===== config.mk =====
export PLATFORM = sky130hd
export DESIGN_NAME = mont_bitser_mul
export DESIGN_NICKNAME = d
export VERILOG_FILES = /design/src/rtl/mont_pkg.sv /design/src/rtl/mont_ctrl.sv /design/src/rtl/mont_step.sv /design/src/rtl/mont_datapath.sv /design/src/rtl/mont_bitser_mul.sv
export SDC_FILE = /design/constraint.sdc
export NUM_CORES = 1
export LEC_CHECK = 0
export ABC_CLOCK_PERIOD_IN_PS = 5700
export BUFFER_PORTS_ARGS = -buffer_cell sky130_fd_sc_hd__buf_2
export CAP_MARGIN = 25
export CORE_MARGIN = 4
export CORE_UTILIZATION = 58
export DETAILED_ROUTE_END_ITERATION = 10
export GPL_ROUTABILITY_DRIVEN = 0
export GPL_TIMING_DRIVEN = 0
export HOLD_SLACK_MARGIN = 0.02
export PLACE_DENSITY = 0.89
export SETUP_SLACK_MARGIN = 0.1
export SYNTH_ARGS = -nofsm -noshare
export SYNTH_HDL_FRONTEND = slang
export SYNTH_SLANG_ARGS = --single-unit

===== constraint.sdc =====
create_clock -name clk -period 5.7 [get_ports clk]
set_input_delay 1.425 -clock clk [delete_from_list [all_inputs] [get_ports clk]]
set_output_delay 1.425 -clock clk [all_outputs]
set_load 0.01 [all_outputs]

===== src/rtl/mont_pkg.sv =====
package mont_pkg;

   // Addend picked in one iteration by the single-adder variant
   typedef enum logic [1:0] {
      ADD_NONE = 2'b00,
      ADD_MOD  = 2'b01,
      ADD_MULT = 2'b10,
      ADD_BOTH = 2'b11
   } addend_sel_e;

   // Total loop passes for an operand width and a count of extra passes
   function automatic int unsigned iter_total(input int unsigned width,
                                              input int unsigned extra);
      return width + extra + 1;
   endfunction

endpackage


===== src/rtl/mont_ctrl.sv =====
module mont_ctrl #(
   parameter int unsigned ITERS = 35
) (
   input  logic clk,
   input  logic rst_n,
   input  logic start,
   output logic load,
   output logic busy,
   output logic done_o
);
   localparam int unsigned CW = $clog2(ITERS + 1);
   localparam logic [CW-1:0] LAST_LOAD = CW'(ITERS - 1);

   logic [CW-1:0] pass_cnt;

   assign load = start & ~busy;

   always_ff @(posedge clk) begin
      if (!rst_n) begin
         busy     <= 1'b0;
         pass_cnt <= '0;
         done_o   <= 1'b0;
      end else begin
         done_o <= 1'b0;
         if (load) begin
            busy     <= 1'b1;
            pass_cnt <= LAST_LOAD;
         end else if (busy) begin
            if (pass_cnt == '0) begin
               busy   <= 1'b0;
               done_o <= 1'b1;
            end else begin
               pass_cnt <= pass_cnt - 1'b1;
            end
         end
      end
   end
endmodule


===== src/rtl/mont_step.sv =====
module mont_step
   import mont_pkg::*;
#(
   parameter int unsigned IW     = 35,
   parameter bit          PRESUM = 1'b0
) (
   input  logic [IW-1:0] s_cur,
   input  logic [IW-1:0] a_op,
   input  logic [IW-1:0] m_op,
   input  logic [IW-1:0] am_op,
   input  logic          b_bit,
   output logic [IW-1:0] s_nxt
);
   logic [IW-1:0] total;
   logic          unused_lsb;

   generate
      if (PRESUM) begin : g_one_adder
         // parity of S + b*A decides the modulus add without forming the sum
         logic        q_odd;
         addend_sel_e sel;
         logic [IW-1:0] addend;
         assign q_odd = s_cur[0] ^ (b_bit & a_op[0]);
         assign sel   = addend_sel_e'({b_bit, q_odd});
         always_comb begin
            case (sel)
               ADD_NONE: addend = '0;
               ADD_MOD:  addend = m_op;
               ADD_MULT: addend = a_op;
               default:  addend = am_op;
            endcase
         end
         assign total = s_cur + addend;
      end else begin : g_two_adder
         logic [IW-1:0] q_sum;
         logic          unused_am;
         assign unused_am = |am_op;
         assign q_sum = s_cur + (b_bit ? a_op : '0);
         assign total = q_sum + (q_sum[0] ? m_op : '0);
      end
   endgenerate

   assign unused_lsb = total[0];
   assign s_nxt      = {1'b0, total[IW-1:1]};
endmodule


===== src/rtl/mont_datapath.sv =====
module mont_datapath #(
   parameter int unsigned WIDTH  = 32,
   parameter int unsigned IW     = 35,
   parameter bit          PRESUM = 1'b0
) (
   input  logic             clk,
   input  logic             rst_n,
   input  logic             load,
   input  logic             step,
   input  logic [WIDTH-1:0] a_i,
   input  logic [WIDTH-1:0] b_i,
   input  logic [WIDTH-1:0] m_i,
   output logic [WIDTH:0]   s_o,
   output logic [WIDTH-1:0] a_cap,
   output logic [WIDTH-1:0] m_cap
);
   logic [IW-1:0]    s_q;
   logic [IW-1:0]    a_q;
   logic [IW-1:0]    m_q;
   logic [IW-1:0]    am_q;
   logic [WIDTH-1:0] b_q;
   logic [IW-1:0]    s_step;
   logic             unused_hi;

   always_ff @(posedge clk) begin
      if (!rst_n) begin
         s_q <= '0;
         a_q <= '0;
         m_q <= '0;
         b_q <= '0;
      end else if (load) begin
         s_q <= '0;
         a_q <= IW'(a_i);
         m_q <= IW'(m_i);
         b_q <= b_i;
      end else if (step) begin
         s_q <= s_step;
         b_q <= b_q >> 1;
      end
   end

   generate
      if (PRESUM) begin : g_am_reg
         always_ff @(posedge clk) begin
            if (!rst_n) begin
               am_q <= '0;
            end else if (load) begin
               am_q <= IW'(a_i) + IW'(m_i);
            end
         end
      end else begin : g_am_none
         assign am_q = '0;
      end
   endgenerate

   mont_step #(
      .IW     (IW),
      .PRESUM (PRESUM)
   ) u_step (
      .s_cur (s_q),
      .a_op  (a_q),
      .m_op  (m_q),
      .am_op (am_q),
      .b_bit (b_q[0]),
      .s_nxt (s_step)
   );

   assign s_o       = s_q[WIDTH:0];
   assign a_cap     = a_q[WIDTH-1:0];
   assign m_cap     = m_q[WIDTH-1:0];
   assign unused_hi = |{s_q[IW-1:WIDTH+1], a_q[IW-1:WIDTH], m_q[IW-1:WIDTH]};
endmodule


===== src/rtl/mont_bitser_mul.sv =====
module mont_bitser_mul
   import mont_pkg::*;
#(
   parameter int unsigned WIDTH       = 32,
   parameter int unsigned EXTRA_ITERS = 2,
   parameter int unsigned GUARD_BITS  = 3,
   parameter bit          PRESUM      = 1'b0
) (
   input  logic             clk,
   input  logic             rst_n,
   input  logic             start,
   input  logic [WIDTH-1:0] a_i,
   input  logic [WIDTH-1:0] b_i,
   input  logic [WIDTH-1:0] m_i,
   output logic [WIDTH:0]   s_o,
   output logic             done_o
);
   localparam int unsigned ITERS = iter_total(WIDTH, EXTRA_ITERS);
   localparam int unsigned IW    = WIDTH + GUARD_BITS;

   generate
      if (WIDTH < 2) begin : g_bad_width
         $error("mont_bitser_mul: WIDTH must be at least 2");
      end
      if (GUARD_BITS < 3) begin : g_bad_guard
         $error("mont_bitser_mul: GUARD_BITS must be at least 3");
      end
      if (EXTRA_ITERS > 16) begin : g_bad_extra
         $error("mont_bitser_mul: EXTRA_ITERS above 16 only adds latency");
      end
   endgenerate

   logic             load;
   logic             run_busy;
   logic [WIDTH-1:0] a_cap;
   logic [WIDTH-1:0] m_cap;

   mont_ctrl #(
      .ITERS (ITERS)
   ) u_ctrl (
      .clk    (clk),
      .rst_n  (rst_n),
      .start  (start),
      .load   (load),
      .busy   (run_busy),
      .done_o (done_o)
   );

   mont_datapath #(
      .WIDTH  (WIDTH),
      .IW     (IW),
      .PRESUM (PRESUM)
   ) u_dp (
      .clk   (clk),
      .rst_n (rst_n),
      .load  (load),
      .step  (run_busy),
      .a_i   (a_i),
      .b_i   (b_i),
      .m_i   (m_i),
      .s_o   (s_o),
      .a_cap (a_cap),
      .m_cap (m_cap)
   );
endmodule


==> impl_metrics.json <==
{
  "max-vdd-ir-drop_uv": 227,
  "cp-start-kind": "flip-flop",
  "layout_setup_ws_ns": 0.307,
  "path_clk_slew_ns": 0.06,
  "cts.sinks": 138,
  "whs_path_depth": 2,
  "antenna_found_initial": 1,
  "die_w_um": 134,
  "vias": 8572,
  "yosys_warnings": 0,
  "wirelength_mm": 24.3,
  "yosysSeqAreaShare_pct": 30.1,
  "syn-num-nets": 1290,
  "tritoncts": "yes",
  "layout.nets": 1438,
  "grtUsageMet2_pct": 45.6,
  "worstMarginPinSlew_ns": 0.881,
  "wl_per_cell_um": 16.3,
  "avgSynthCellArea_um2": 8.16,
  "critPathRequiredTime_ns": 6.05,
  "critical_path_class": "reg2reg",
  "dr.pass1.iters": 5,
  "grt.met3_usage_pct": 5.44,
  "status": "completed",
  "initial_core_util_pct": 59.6,
  "netlist_instances": 1123,
  "drtAntennaViolNets": 0,
  "layout_commonest_cell": "nand2_1",
  "clock.fmax_ghz": 0.185,
  "htree_levels": 4,
  "rows": 45,
  "grtUsageTotal_pct": 27.5,
  "timing.slew.headroom_pct": 41.3,
  "crit_arrival_ns": 5.75,
  "cts_buffers": 17,
  "grt_remaining_overflow": 0,
  "grt.met1_usage_pct": 33.6,
  "async_flop_share_pct": 0,
  "fin_crit_sh_pct": 94.6,
  "dieArea_um2": 17900,
  "power.density_nw_per_um2": 232,
  "cp_max_fo": 10,
  "core_um2": 15400,
  "setup_viol": 0,
  "remaining_drc_errors": 0,
  "ys.flop_type": "dfxtp_1",
  "ys_types": 68,
  "drv_slew": 0,
  "fin_crit_ns": 5.39,
  "syn2layout_area_growth_pct": 16.4,
  "top_usage_layer": "met2",
  "grt_max_degree": 17,
  "fin_tns_setup_ns": 0,
  "critPathCaptureType": "flip-flop",
  "dieHeight_um": 134,
  "synth-edff-count": 0,
  "ios": 133,
  "drt_iter0_markers": 631,
  "vias_per_cell": 5.73,
  "max_cap_viol_count": 0,
  "grt_pass1_wl_mm": 39.9,
  "synth_top_cell_by_area": "dfxtp_1",
  "dp_hpwl_mm": 18.3,
  "drive_above_1_share_pct": 16.8,
  "place_ws_ns": 0.136,
  "synth_top_cells_by_area": "dfxtp_1, ha_1, nand2_1",
  "power_leakage_nw": 5.24,
  "worst-r2r-cell-count": 24,
  "netlist.area_leader.share_pct": 30.1,
  "hold_buffers": 0,
  "cts_resized": 1,
  "rsz0062_at_grt": "false",
  "hp-class": "reg2reg",
  "clkLatencyLatePin_ns": 0.43,
  "layout_common_cells": "nand2_1, dfxtp_1, buf_2",
  "cts-root-buf": "clkbuf_16",
  "syn_area_um2": 9170,
  "hold_viol": 0,
  "synth_seq_cells": 138,
  "skew_ns": 0.00893,
  "clk_path_buf_depth": 2,
  "io_buffer_count": 130,
  "cts_setup_buffers": 0,
  "grt_pass1_vias": 8480
}
area by class of cell:
class | instances | area (µm²)
multi-input combinational | 875 | 5880
fill | 1239 | 4700
sequential | 138 | 2760
timing repair buffer | 130 | 651
buffer | 91 | 480
clock buffer | 20 | 457
tap | 211 | 264
clock inverter | 12 | 110
inverter | 18 | 67.6
antenna | 1 | 2.50
state kept, by name (all words and copies together) (netlist names):
register and cells:
u_dp.a_q 32, u_ctrl.pass_cnt 6, u_ctrl.done_o 1, u_dp.m_q 32, u_dp.s_q 34, u_dp.b_q 32, u_ctrl.busy 1
cell usage after synthesis, types with 6 or more instances:
cell type  instances
a211oi_1           6
a21oi_1           66
o21a_1             6
xnor2_1           40
and2_1            66
dfxtp_1          138
clkbuf_1          40
mux2i_1           49
o22ai_1            6
nor2b_1            8
nor3_1            10
nand3_1           19
nand2b_1          10
a21o_1            27
a21boi_0          67
inv_1             17
nor2_1            62
nand2_1          201
xor2_1            21
o211a_1           32
ha_1              66
a31oi_1            8
o21bai_1           8
buf_1             16
nand4_1            8
o21ai_0           24
buf_4             33
power by group:
part,internal (mW),total (mW),switching (mW)
Clock,0.627,1.08,0.449
Combinational,0.138,0.340,0.202
Sequential,1.03,1.06,0.0335
metal layers:
layer | vias to the layer above | part of all wire, %
met5 | - | 0
met4 | 0 | 4.7
met3 | 86 | 7.6
met2 | 349 | 47
met1 | 3928 | 41
li1 | 4209 | -
worst max-delay path: stages, from the launching register on:
cell	delay, ns
dfxtp_1	0.38
clkbuf_4	0.23
and2_1	0.17
ha_1	0.22
fa_1	0.43
a21oi_2	0.19
o211a_1	0.21
o211ai_1	0.18
a31oi_1	0.21
nor2_1	0.08
o21ai_1	0.16
a21oi_1	0.11
o21a_1	0.19
nor2_1	0.11
xnor2_1	0.15
ha_2	0.35
nand3_1	0.15
nor2_1	0.08
a221o_1	0.34
a311o_1	0.34
a21o_1	0.20
a21o_1	0.21
a21o_1	0.21
mux4_2	0.30
a41oi_2	0.13
worst paths after layout:
path | start | to | slack, ns
worst min register to register | u_dp.a_q[4] | u_dp.a_q[4] | 0.46
worst min-delay path | u_dp.a_q[4] | u_dp.a_q[4] | 0.46
worst max-delay path | u_dp.b_q[0] | u_dp.s_q[32] | 0.31
worst max register to register | u_dp.b_q[0] | u_dp.s_q[32] | 0.31
stage by stage:
stage	util, %	cell area, µm²	instances	hold WS [ns]	power, mW
2_1_floorplan	-	9170	1123	0.439	1.29
3_3_place_gp	65.6	10100	1464	0.446	1.40
3_5_place_dp	65.6	10100	1464	0.454	1.41
4_1_cts	69.3	10700	1496	0.462	2.48
5_1_grt	69.4	10700	1496	0.482	2.57
6_report	69.4	10700	1496	0.458	2.48
cell families (layout without fill, tap and decap cells):
family / Yosys count / in the layout / share of synthesized area [%]
compound gates: 284 / 284 / 22.1
xor+xnor: 61 / 61 / 5.83
fa+ha+maj: 68 / 68 / 9.44
buf+inv: 110 / 271 / 5.96
flops: 138 / 138 / 30.1
mux: 52 / 52 / 5.84
other cells: 0 / 1 / 0
simple gates: 410 / 410 / 20.7
Power figures use the tool's default switching activity.
